--- src/rtl/sigm_pkg.sv ---
package sigm_pkg;
  localparam int BYTE_W = 8;
  typedef logic [BYTE_W-1:0] byte_t;

  // Increment that stops at a ceiling.
  function automatic logic [31:0] sat_inc(logic [31:0] v, logic [31:0] ceil_v);
    return (v >= ceil_v) ? v : v + 32'd1;
  endfunction

  // Count ceiling for a counter of the given width (width at most 32).
  function automatic logic [31:0] count_ceiling(int w);
    logic [63:0] one;
    one = 64'd1;
    return 32'((one << w) - 64'd1);
  endfunction
endpackage

--- src/rtl/sigm_adv_detect.sv ---
module sigm_adv_detect
  import sigm_pkg::*;
(
  input  logic  clk,
  input  logic  rst_n,
  input  byte_t din,
  input  logic  adv_tgl,
  output byte_t data_q,
  output logic  step
);
  logic adv_r, adv_prev;

  always_ff @(posedge clk) begin
    if (!rst_n) begin
      adv_r    <= 1'b0;
      adv_prev <= 1'b0;
      data_q   <= '0;
    end else begin
      adv_r    <= adv_tgl;
      adv_prev <= adv_r;
      data_q   <= din;
    end
  end

  assign step = adv_r ^ adv_prev;
endmodule

--- src/rtl/sigm_window.sv ---
module sigm_window
  import sigm_pkg::*;
#(
  parameter int MAX_LEN = 4,
  localparam int FILL_W = $clog2(MAX_LEN + 1)
) (
  input  logic                     clk,
  input  logic                     rst_n,
  input  logic                     clr,
  input  logic                     step,
  input  byte_t                    data_in,
  output logic [MAX_LEN*BYTE_W-1:0] win,
  output logic [FILL_W-1:0]        fill
);
  // Slot 0 holds the newest byte.
  for (genvar k = 0; k < MAX_LEN; k++) begin : g_slot
    always_ff @(posedge clk) begin
      if (!rst_n || clr) begin
        win[k*BYTE_W +: BYTE_W] <= '0;
      end else if (step) begin
        if (k == 0) win[k*BYTE_W +: BYTE_W] <= data_in;
        else        win[k*BYTE_W +: BYTE_W] <= win[(k-1)*BYTE_W +: BYTE_W];
      end
    end
  end

  always_ff @(posedge clk) begin
    if (!rst_n || clr)
      fill <= '0;
    else if (step && (fill < FILL_W'(MAX_LEN)))
      fill <= fill + 1'b1;
  end
endmodule

--- src/rtl/sigm_rule_cmp.sv ---
module sigm_rule_cmp
  import sigm_pkg::*;
#(
  parameter int MAX_LEN = 4,
  parameter int LEN     = 3,
  parameter logic [MAX_LEN*BYTE_W-1:0] PAT = '0,
  localparam int FILL_W = $clog2(MAX_LEN + 1)
) (
  input  logic [MAX_LEN*BYTE_W-1:0] win,
  input  logic [FILL_W-1:0]        fill,
  output logic                     fire
);
  logic [MAX_LEN-1:0] eq;

  // Pattern byte i is oldest first, so it lines up with slot LEN-1-i.
  for (genvar k = 0; k < MAX_LEN; k++) begin : g_cmp
    if (k < LEN) begin : g_used
      assign eq[k] = (win[k*BYTE_W +: BYTE_W] == PAT[(LEN-1-k)*BYTE_W +: BYTE_W]);
    end else begin : g_unused
      assign eq[k] = 1'b1;
    end
  end

  assign fire = (&eq) && (fill >= FILL_W'(LEN));
endmodule

--- src/rtl/sigm_hit_track.sv ---
module sigm_hit_track
  import sigm_pkg::*;
#(
  parameter int NUM_RULES = 3,
  parameter int CNT_W     = 16
) (
  input  logic                 clk,
  input  logic                 rst_n,
  input  logic                 clr,
  input  logic                 step,
  input  logic [NUM_RULES-1:0] fire,
  output logic                 any_match,
  output logic                 hit,
  output logic [NUM_RULES-1:0] rule_hits,
  output logic [CNT_W-1:0]     byte_count
);
  localparam logic [31:0] CEIL = count_ceiling(CNT_W);

  assign any_match = |fire;

  always_ff @(posedge clk) begin
    if (!rst_n || clr) begin
      hit        <= 1'b0;
      rule_hits  <= '0;
      byte_count <= '0;
    end else begin
      hit       <= hit | any_match;
      rule_hits <= rule_hits | fire;
      if (step) byte_count <= CNT_W'(sat_inc(32'(byte_count), CEIL));
    end
  end
endmodule

--- src/rtl/byte_sig_matcher.sv ---
module byte_sig_matcher
  import sigm_pkg::*;
#(
  parameter int NUM_RULES = 3,
  parameter int MAX_LEN   = 4,
  parameter int CNT_W     = 16,
  parameter logic [NUM_RULES*MAX_LEN*8-1:0] RULE_BYTES = 96'h0000ADDE_6C697665_00646162,
  parameter logic [NUM_RULES*8-1:0]         RULE_LENS  = 24'h020403
) (
  input  logic                 clk,
  input  logic                 rst_n,
  input  logic [7:0]           din,
  input  logic                 adv_tgl,
  input  logic                 clr,
  output logic                 hit,
  output logic [NUM_RULES-1:0] rule_hits,
  output logic [CNT_W-1:0]     byte_count
);
  localparam int FILL_W = $clog2(MAX_LEN + 1);
  localparam int SLOT_W = MAX_LEN * BYTE_W;

  byte_t                 data_q;
  logic                  step_w;
  logic [SLOT_W-1:0]     win;
  logic [FILL_W-1:0]     fill;
  logic [NUM_RULES-1:0]  fire;
  logic                  any_match_w;

  sigm_adv_detect u_adv (
    .clk(clk), .rst_n(rst_n), .din(din), .adv_tgl(adv_tgl),
    .data_q(data_q), .step(step_w)
  );

  sigm_window #(.MAX_LEN(MAX_LEN)) u_win (
    .clk(clk), .rst_n(rst_n), .clr(clr), .step(step_w),
    .data_in(data_q), .win(win), .fill(fill)
  );

  for (genvar r = 0; r < NUM_RULES; r++) begin : g_rule
    sigm_rule_cmp #(
      .MAX_LEN(MAX_LEN),
      .LEN(int'(RULE_LENS[r*8 +: 8])),
      .PAT(RULE_BYTES[r*SLOT_W +: SLOT_W])
    ) u_cmp (
      .win(win), .fill(fill), .fire(fire[r])
    );
  end

  sigm_hit_track #(.NUM_RULES(NUM_RULES), .CNT_W(CNT_W)) u_trk (
    .clk(clk), .rst_n(rst_n), .clr(clr), .step(step_w), .fire(fire),
    .any_match(any_match_w), .hit(hit), .rule_hits(rule_hits),
    .byte_count(byte_count)
  );
endmodule

--- config.mk ---
export PLATFORM = sky130hd
export DESIGN_NAME = byte_sig_matcher
export DESIGN_NICKNAME = d
export VERILOG_FILES = /design/src/rtl/sigm_pkg.sv /design/src/rtl/sigm_adv_detect.sv /design/src/rtl/sigm_window.sv /design/src/rtl/sigm_rule_cmp.sv /design/src/rtl/sigm_hit_track.sv /design/src/rtl/byte_sig_matcher.sv
export SDC_FILE = /design/constraint.sdc
export NUM_CORES = 1
export LEC_CHECK = 0
export BUFFER_PORTS_ARGS = -buffer_cell sky130_fd_sc_hd__buf_4
export CORE_MARGIN = 8
export CORE_UTILIZATION = 44
export DETAILED_ROUTE_END_ITERATION = 16
export PLACE_DENSITY = 0.67
export RECOVER_POWER = 25
export SYNTH_ARGS = -nofsm -noshare
export SYNTH_HDL_FRONTEND = slang
export SYNTH_SLANG_ARGS = --single-unit
--- constraint.sdc ---
create_clock -name clk -period 3.9 [get_ports clk]
set_clock_uncertainty 0.2 [all_clocks]
set_input_delay 0.585 -clock clk [delete_from_list [all_inputs] [get_ports clk]]
set_output_delay 0.585 -clock clk [all_outputs]
set_load 0.02 [all_outputs]
== Yosys cells after proc, flatten, opt, wreduce, memory -nomap -nowiden ==
Cells that the tools add are included.

* Register bits after elaboration: 65
* Input bits: 12
* Output and inout bits: 20
* Word-level logic and storage cells: 42

* Add/subtract/negate cells: 2
* Order comparisons: 5
* Eq/ne operators: 9
* Bitwise operators: 4
* Reductions and logical operators: 11

{| class="wikitable"
|+ Operators with widths
! cell !! number
|-
| $eq A8 B7 Y1 const B || 7
|-
| $add A16 B1 Y16 const B || 1
|-
| $eq A8 B8 Y1 const B || 2
|-
| $ge A16 B16 Y1 const B || 1
|-
| $ge A3 B2 Y1 const B || 2
|-
| $logic_and A1 B1 Y1 || 4
|-
| $reduce_and A2 Y1 || 2
|-
| $reduce_and A4 Y1 || 1
|-
| $add A3 B1 Y3 const B || 1
|-
| $ge A3 B3 Y1 const B || 1
|-
| $lt A3 B3 Y1 const B || 1
|-
| $or A3 B3 Y3 || 1
|-
| $reduce_and A3 Y1 || 1
|-
| $reduce_or A3 Y1 || 1
|-
| $logic_not A1 Y1 || 1
|-
| $logic_or A1 B1 Y1 || 1
|-
| $not A1 Y1 || 1
|-
| $or A1 B1 Y1 || 1
|-
| $xor A1 B1 Y1 || 1
|}

== Longest topological paths before layout ==
Gate-level depths: netlist (run 1).

* Depth in word-level cells: 5
* Depth in mapped cells: 6
* Depth with buffers taken out: 6

== Modules after synthesis ==
From an unflattened synthesis (run 1), not the netlist that was laid out.

* Cells, all modules: 275
* Area, all modules: 2746.4 µm²

{| class="wikitable"
|+ Modules (own cells, without submodules)
! module !! times used !! cells each !! area an instance (µm²) !! seq. area each (µm²)
|-
| sigm_window || 1 || 116 || 1281.2 || 700.7
|-
| sigm_hit_track || 1 || 108 || 953.4 || 400.4
|-
| sigm_adv_detect || 1 || 21 || 271.5 || 200.2
|-
| sigm_rule_cmp at g_rule[1].u_cmp || 1 || 13 || 107.6 || 0.0
|-
| sigm_rule_cmp at g_rule[0].u_cmp || 1 || 11 || 87.6 || 0.0
|-
| sigm_rule_cmp at g_rule[2].u_cmp || 1 || 6 || 45.0 || 0.0
|}

== Worst setup path after synthesis (run 1) ==
OpenSTA, ideal clock, no wires.

* Kind: register -> register
* Start: register u_trk.byte_count[9]
* End: register u_trk.byte_count[15]
* Library setup time: 0.070 ns
* Arrival time: 1.818 ns
* Path slack: 1.811 ns
* Cell stages (with the launch flop): 5
* Path buffers: 0
* Clock period less this slack: 2.089 ns
* Cells stage by stage: dfxtp_1 -> nand4_2 -> or4_4 -> or4_1 -> a21oi_1

* Longest elaborated chain between the ends: 3
* Elaborated cells on any way between the ends: 4
* Classes of those cells: add/sub: 1; order compare: 1; bitwise: 1; reduce/logical: 1

{| class="wikitable"
|+ RTL lines
! element !! line !! RTL
|-
| start, declared || sigm_hit_track.sv:15 || <nowiki>output logic [CNT_W-1:0] byte_count</nowiki>
|-
| start signal, assigned || sigm_hit_track.sv:29 || <nowiki>if (step) byte_count <= CNT_W'(sat_inc(32'(byte_count), CEIL));</nowiki>
|-
| $ge A16 B16 Y1 || sigm_pkg.sv:7 || <nowiki>return (v >= ceil_v) ? v : v + 32'd1;</nowiki>
|-
| $not A1 Y1 (no line) || n/a ||
|-
| $reduce_and A2 Y1 (no line) || n/a ||
|}

Parallel ways exist; a longest one is shown, timed or not.
A chain may end at the register's enable or synchronous reset.

== Worst setup path in the final report (run 1) ==
* Start: input rst_n
* End: register u_trk.byte_count[2]

* Longest elaborated chain between the ends: 2

{| class="wikitable"
|+ RTL lines
! element !! line !! RTL
|-
| start, declared || byte_sig_matcher.sv:11 || <nowiki>input logic rst_n,</nowiki>
|-
| $logic_not A1 Y1 || sigm_hit_track.sv:22 || <nowiki>if (!rst_n || clr) begin</nowiki>
|-
| $logic_or A1 B1 Y1 || sigm_hit_track.sv:22 ||
|}

Every way passes these cells.

==> results.cfg, run 1 <==
[power_and_ir_drop]
power.density_mw_per_mm2 = 458
ir_worst_vdd_v = 0.000272
power_leakage_nw = 1.07

[synth]
synthCells = 310
synth_fa_ha_area_frac = 0.0144
ys_seq_area_frac = 0.499
synth-compound-area-share = 0.140
async_reset_ff_frac = 0
synth_area_per_cell_um2 = 8.41
synth-edff-count = 0
synth_xor_area_frac = 0.0134
synthesis.area_mm2 = 0.00261
synthFlopType = dfxtp_1
synth_mux_area_frac = 0.00384
ys_types = 38
synth_seq_cells = 65
synth_top_family_by_area = simple AND/OR/NAND/NOR gates
yosysWarnings = 0
syn_nets = 325
yosys.area_share.simple = 0.303

[timing]
rsz0062_at_grt = false
fmax_ghz = 0.363
setup_violations = 0
post-route-min-period_ns = 2.76
relSlewSlack = -0.246
fin_crit_sh = 0.707
worst_slew_pin_slew_ns = 1.87
hold_ws_ns = 0.243
fin_tns_setup_ns = 0
drv_slew = 44
finalHoldViolCount = 0

[grt]
grt_pass1_wl_um = 9960
grt.overflow.total = 0
grt_max_degree = 44
grt.total_usage = 0.146
grt_pass1_vias = 2110
antenna_found_initial = 0

[final_layout]
design_area_mm2 = 0.00312
drive_above_1_share = 0.154
nNetsFinal = 354
fill_cells = 562
syn2layout_area_growth_pct = 19.8
final_util = 0.537
n_antenna_cell = 0
regArea_mm2 = 0.00130
multiInputGateArea_mm2 = 0.00125

[clock_network]
post_cts_buffers = 0
clock_latency_ns = 0.34
cts_buffer_depth = 2
numCtsBuffers = 9
cts_hold_buf = 0
cts_sinks = 65
cts_tree = yes
cts_max_level = 3
clk_pin_slew_ns = 0.07
root_buffer = clkbuf_8
cts_resized = 0

[routing]
antenna_left = 0
wl_per_cell_um = 13.7
route.vias.total = 2198
routed_wl_um = 5730
drc = 0
drt_iter0_drc = 93
viasPerCell = 5.25
first_pass_iters = 4

[setup_path]
worstPathCellList = clkbuf_1, nand2b_1, clkbuf_1, nor3_1
crit_path_start_kind = input port
cp_num_buf_inv = 2
crit_family = buffers and inverters
crit_type = in -> reg
slowest_delay_ns = 1.39
crit_path_frequent_cell = clkbuf_1
cp-end-kind = register
crit_path_top_delay_cell = clkbuf_1
crit_arrival_ns = 2.71
required_ns = 3.85
worstPathMaxFanout = 43

[floorplan]
die_area_mm2 = 0.00864
dieHeight_um = 93.0
initial_core_util = 0.448
io_pins = 32
die_w_um = 93.0
core_area_mm2 = 0.00582
rows = 28

[placed_design]
gp_congestion = 0.763
place_area_mm2 = 0.00291
hpwl_um = 3780
io_buffer_count = 31

[run_status]
violations = capacitance limit, slew limit
status = complete, but fails checks

[flow_run]
maxCapViolCount = 1

[worst_hold_path]
hp-class = reg -> reg
-- worst register-to-register path, cell delays in order (launching register included) --
cell	delay, ns
dfxtp_1	0.37
xnor2_2	0.14
buf_4	0.26
or4_4	0.60
or4_1	0.41
a21oi_1	0.14
-- sequential cells by signal, indices dropped and copies added (netlist names) --
name	cells
u_adv.adv_prev	1
u_adv.adv_r	1
u_adv.data_q	8
u_trk.byte_count	16
u_trk.hit	1
u_trk.rule_hits	3
u_win.fill	3
u_win.win	32
-- layer usage --
layer | vias up | part of all wire | global-route usage
met5 | - | 0 | 0
met4 | 0 | 0.017 | 0.0617
met3 | 11 | 0.042 | 0.0550
met2 | 36 | 0.43 | 0.202
met1 | 1007 | 0.51 | 0.195
li1 | 1144 | - | -
-- power breakdown --
| part | switching, mW | leakage [nW] | internal (mW) |
|---|---|---|---|
| Clock | 0.254 | 0.126 | 0.438 |
| Sequential | 0.00634 | 0.526 | 0.672 |
| Combinational | 0.0403 | 0.414 | 0.0191 |
| Total | 0.301 | 1.07 | 1.13 |
-- worst paths after layout --
kind                    from              endpoint  slack (ns)  depth (start not counted)
max                    rst_n   u_trk.byte_count[2]        1.14                          4
min          u_adv.data_q[6]          u_win.win[6]        0.24                          2
max reg2reg      u_adv.adv_r  u_trk.byte_count[15]        1.69                          5
min reg2reg  u_adv.data_q[6]          u_win.win[6]        0.24                          2
-- cell usage in the layout (no fill, tap or decap), types with 2 or more instances in the layout --
cell and n:
nand2_1 73, nand2b_1 2, dfxtp_1 65, ha_1 3, and2_1 5, nand4_1 6
clkinv_2 3, o211ai_1 3, and2_0 5, nor4_2 3, or4_1 2, nand3_1 5
nor4_1 4, clkbuf_1 8, clkbuf_8 10, buf_4 26, or4b_2 2, a31oi_1 2
xnor2_1 2, bufinv_16 3, o21ai_0 10, nand4b_1 4, nand4_2 2, inv_1 2
nand3b_1 3, o31ai_1 2, nor2_1 13, a21oi_1 46, nor3_1 6, and3_1 3
or3_1 9
-- layout make-up --
cell class / instances / share of cell area
multi-input cells: 227 / 0.401
clock buffers: 10 / 0.0441
inverters: 2 / 0.00240
repair buffers: 34 / 0.0721
well taps: 75 / 0.0300
flip-flops and latches: 65 / 0.417
clock inverters: 6 / 0.0337
-- cells by family after synthesis --
logic type / after synthesis
compound gates: 67
xor+xnor: 4
fa+ha+maj: 3
buf+inv: 18
flops: 65
mux: 1
simple gates: 152
-- synthesized netlist by cell type, drive strengths merged (2+ instances only) --
library cell,number,area [um^2]
a21oi,46,230
a31oi,2,12.5
and2,10,62.6
and3,3,18.8
buf,3,11.3
clkbuf,13,48.8
dfxtp,65,1300
ha,3,37.5
inv,2,7.51
nand2,73,274
nand2b,2,12.5
nand3,5,25.0
nand3b,3,22.5
nand4,8,62.6
nand4b,4,35.0
nor2,13,48.8
nor3,6,30.0
nor4,7,62.6
o211ai,3,22.5
o21ai,10,50.1
o31ai,2,15.0
or3,9,56.3
or4,3,26.3
or4b,2,20.0
xnor2,3,26.3
-- stage by stage --
stage                     power, mW  worst slack [ns]  instances
after floorplan               0.731              1.81        310
after global placement        0.754              1.75        403
after detailed placement      0.754              1.72        403
after CTS                      1.45              1.71        419
after global routing           1.49             0.871        419
final                          1.43              1.14        419
Note: power is estimated with default switching activity, not from simulation.
==> run 2: changes to the inputs <==
ABC_AREA = 1   (was unset)
clock period = 2.78 ns   (was 3.9 ns; I/O delays follow)
==> run 2 against run 1 <==
Effect of this change: the flow now finishes without violations; setup slack lost 0.53 ns; hold slack lost 0.18 ns; utilization shrank 1.6 points; count of clock-buffer cells in the layout grew 2; sequential power grew 44%; largest cell class unchanged; highest routed layer unchanged.
==> results.cfg, run 2 <==
[clock_network]
clk_pin_slew_ns = 0.07
cts_hold_buf = 0
cts_buffer_depth = 2
cts_sinks = 65
cts_resized = 0
cts_max_level = 3
post_cts_buffers = 0
root_buffer = clkbuf_8
cts_tree = yes
clock_latency_ns = 0.33
numCtsBuffers = 9

[final_layout]
drive_above_1_share = 0.136
nNetsFinal = 439
top_regs = u_win.win (32), u_trk.byte_count (16), u_adv.data_q (8)
top_register = u_win.win
n_antenna_cell = 0
largest_reg_flops = 32
syn2layout_area_growth_pct = 15.5
final_cell_mix = nand2_1 (81), dfxtp_1 (65), nor2_1 (61)
final_common_cell = nand2_1

[synth]
synth-edff-count = 0
synthesis.area_mm2 = 0.00285
yosysWarnings = 0
yosysMostFrequentCell = nand2_1
synth_seq_cells = 65
yosysTopAreaCellShare = 0.457
ys_top_cells_by_area = dfxtp_1 (46%), nand2_1 (11%), nor2_1 (8.0%), inv_1 (6.6%), a21oi_1 (6.1%)
synth_top_area_cell = dfxtp_1
synth_top_cells_by_count = nand2_1 (81), dfxtp_1 (65), nor2_1 (61), inv_1 (50), a21oi_1 (35)
synthCells = 394
ys_types = 29
synthFlopType = dfxtp_1
ys_seq_area_frac = 0.457
syn_nets = 409
synth_area_per_cell_um2 = 7.23
async_reset_ff_frac = 0

[setup_path]
critPathLaunch = rst_n
required_ns = 2.84
crit_path_start_kind = input port
crit_type = in -> reg
worstPathCellList = clkbuf_1, inv_1, nor2_1, clkbuf_1, o21ai_0, a21oi_1
rr_startpoint = u_trk.byte_count[0]
slowest_delay_ns = 0.86
crit_path_top_delay_cell = clkbuf_1
cp-end-kind = register
crit_arrival_ns = 2.22
worstPathMaxFanout = 29
crit_path_frequent_cell = clkbuf_1

[floorplan]
dieHeight_um = 96.5
die_w_um = 96.5
die_area_mm2 = 0.00931
core_area_mm2 = 0.00631
initial_core_util = 0.451
io_pins = 32
rows = 29

[routing]
first_pass_iters = 4
drt_iter0_drc = 114
wl_per_cell_um = 11.7
viasPerCell = 4.84
route.vias.total = 2446
drc = 0
routed_wl_um = 5910
antenna_left = 0

[grt]
grt_pass1_wl_um = 10200
grt_pass1_vias = 2290
grt_max_degree = 46
grt.total_usage = 0.137
antenna_found_initial = 0
grt.overflow.total = 0

[timing]
fin_crit_sh = 0.778
relSlewSlack = 0.241
post-route-min-period_ns = 2.16
setup_violations = 0
rsz0062_at_grt = false
drv_slew = 0
worst_slew_pin_slew_ns = 1.14
finalHoldViolCount = 0
fin_tns_setup_ns = 0
fmax_ghz = 0.463

[flow_run]
maxCapViolCount = 0

[power_and_ir_drop]
power.density_mw_per_mm2 = 574
total_power_mw = 1.89
power_leakage_nw = 1.31
ir_worst_vdd_v = 0.000338

[run_status]
status = finished, final reports clean

[placed_design]
gp_congestion = 0.762
io_buffer_count = 31
hpwl_um = 4130

[worst_hold_path]
min_from = din[0]
hp-class = in -> reg
[run 2: cell type report]
type,instances,area [um^2]
clock inverter,3,40.0
timing repair buffer,33,225
fill,653,3020
multi-input combinational,262,1270
sequential,65,1300
tap,77,96.3
inverter,53,199
clock buffer,12,155
[run 2: stage by stage]
stage | cell area (um^2) | cells | worst slack (ns) | hold slack (ns) | util
2_1_floorplan | 2850 | 394 | 0.959 | 0.215 | -
3_3_place_gp | 3120 | 490 | 0.744 | 0.222 | 0.494
3_5_place_dp | 3120 | 490 | 0.656 | 0.238 | 0.494
4_1_cts | 3310 | 505 | 0.633 | 0.0595 | 0.525
5_1_grt | 3290 | 505 | 0.327 | 0.0499 | 0.521
6_report | 3290 | 505 | 0.618 | 0.0622 | 0.521
[run 2: final timing paths]
check	end	slack, ns	depth (start not counted)
hold / removal	u_adv.data_q[0]	0.06	3
setup / recovery	u_win.win[2]	0.62	6
setup reg to reg	u_trk.byte_count[10]	0.66	9
hold reg to reg	u_adv.adv_prev	0.24	2
[run 2: logic make-up (layout without fill, tap and decap cells)]
kind of cell / after synthesis / in the layout / share of synthesized area
XOR/XNOR: 5 / 5 / 0.0154
AO/OA/AOI/OAI: 72 / 72 / 0.136
buffers and inverters: 67 / 101 / 0.0962
flip-flops: 65 / 65 / 0.457
AND/OR/NAND/NOR: 182 / 182 / 0.282
adder cells (fa/ha/maj): 3 / 3 / 0.0132
[run 2: worst max-delay path, delay by kind of cell]
kind | cells | cell delay [ns]
AO/OA/AOI/OAI | 2 | 0.41
AND/OR/NAND/NOR | 1 | 0.13
buffers and inverters | 3 | 1.25
[run 2: power by group]
group | internal (mW) | switching, mW
Sequential | 0.960 | 0.0170
Combinational | 0.0398 | 0.0834
Clock | 0.456 | 0.334
[run 2: per-layer routing]
metal	routed length (um)	global-route usage
met3	203	0.0348
met1	2960	0.176
met4	73	0.0555
met2	2680	0.215
met5	0	0
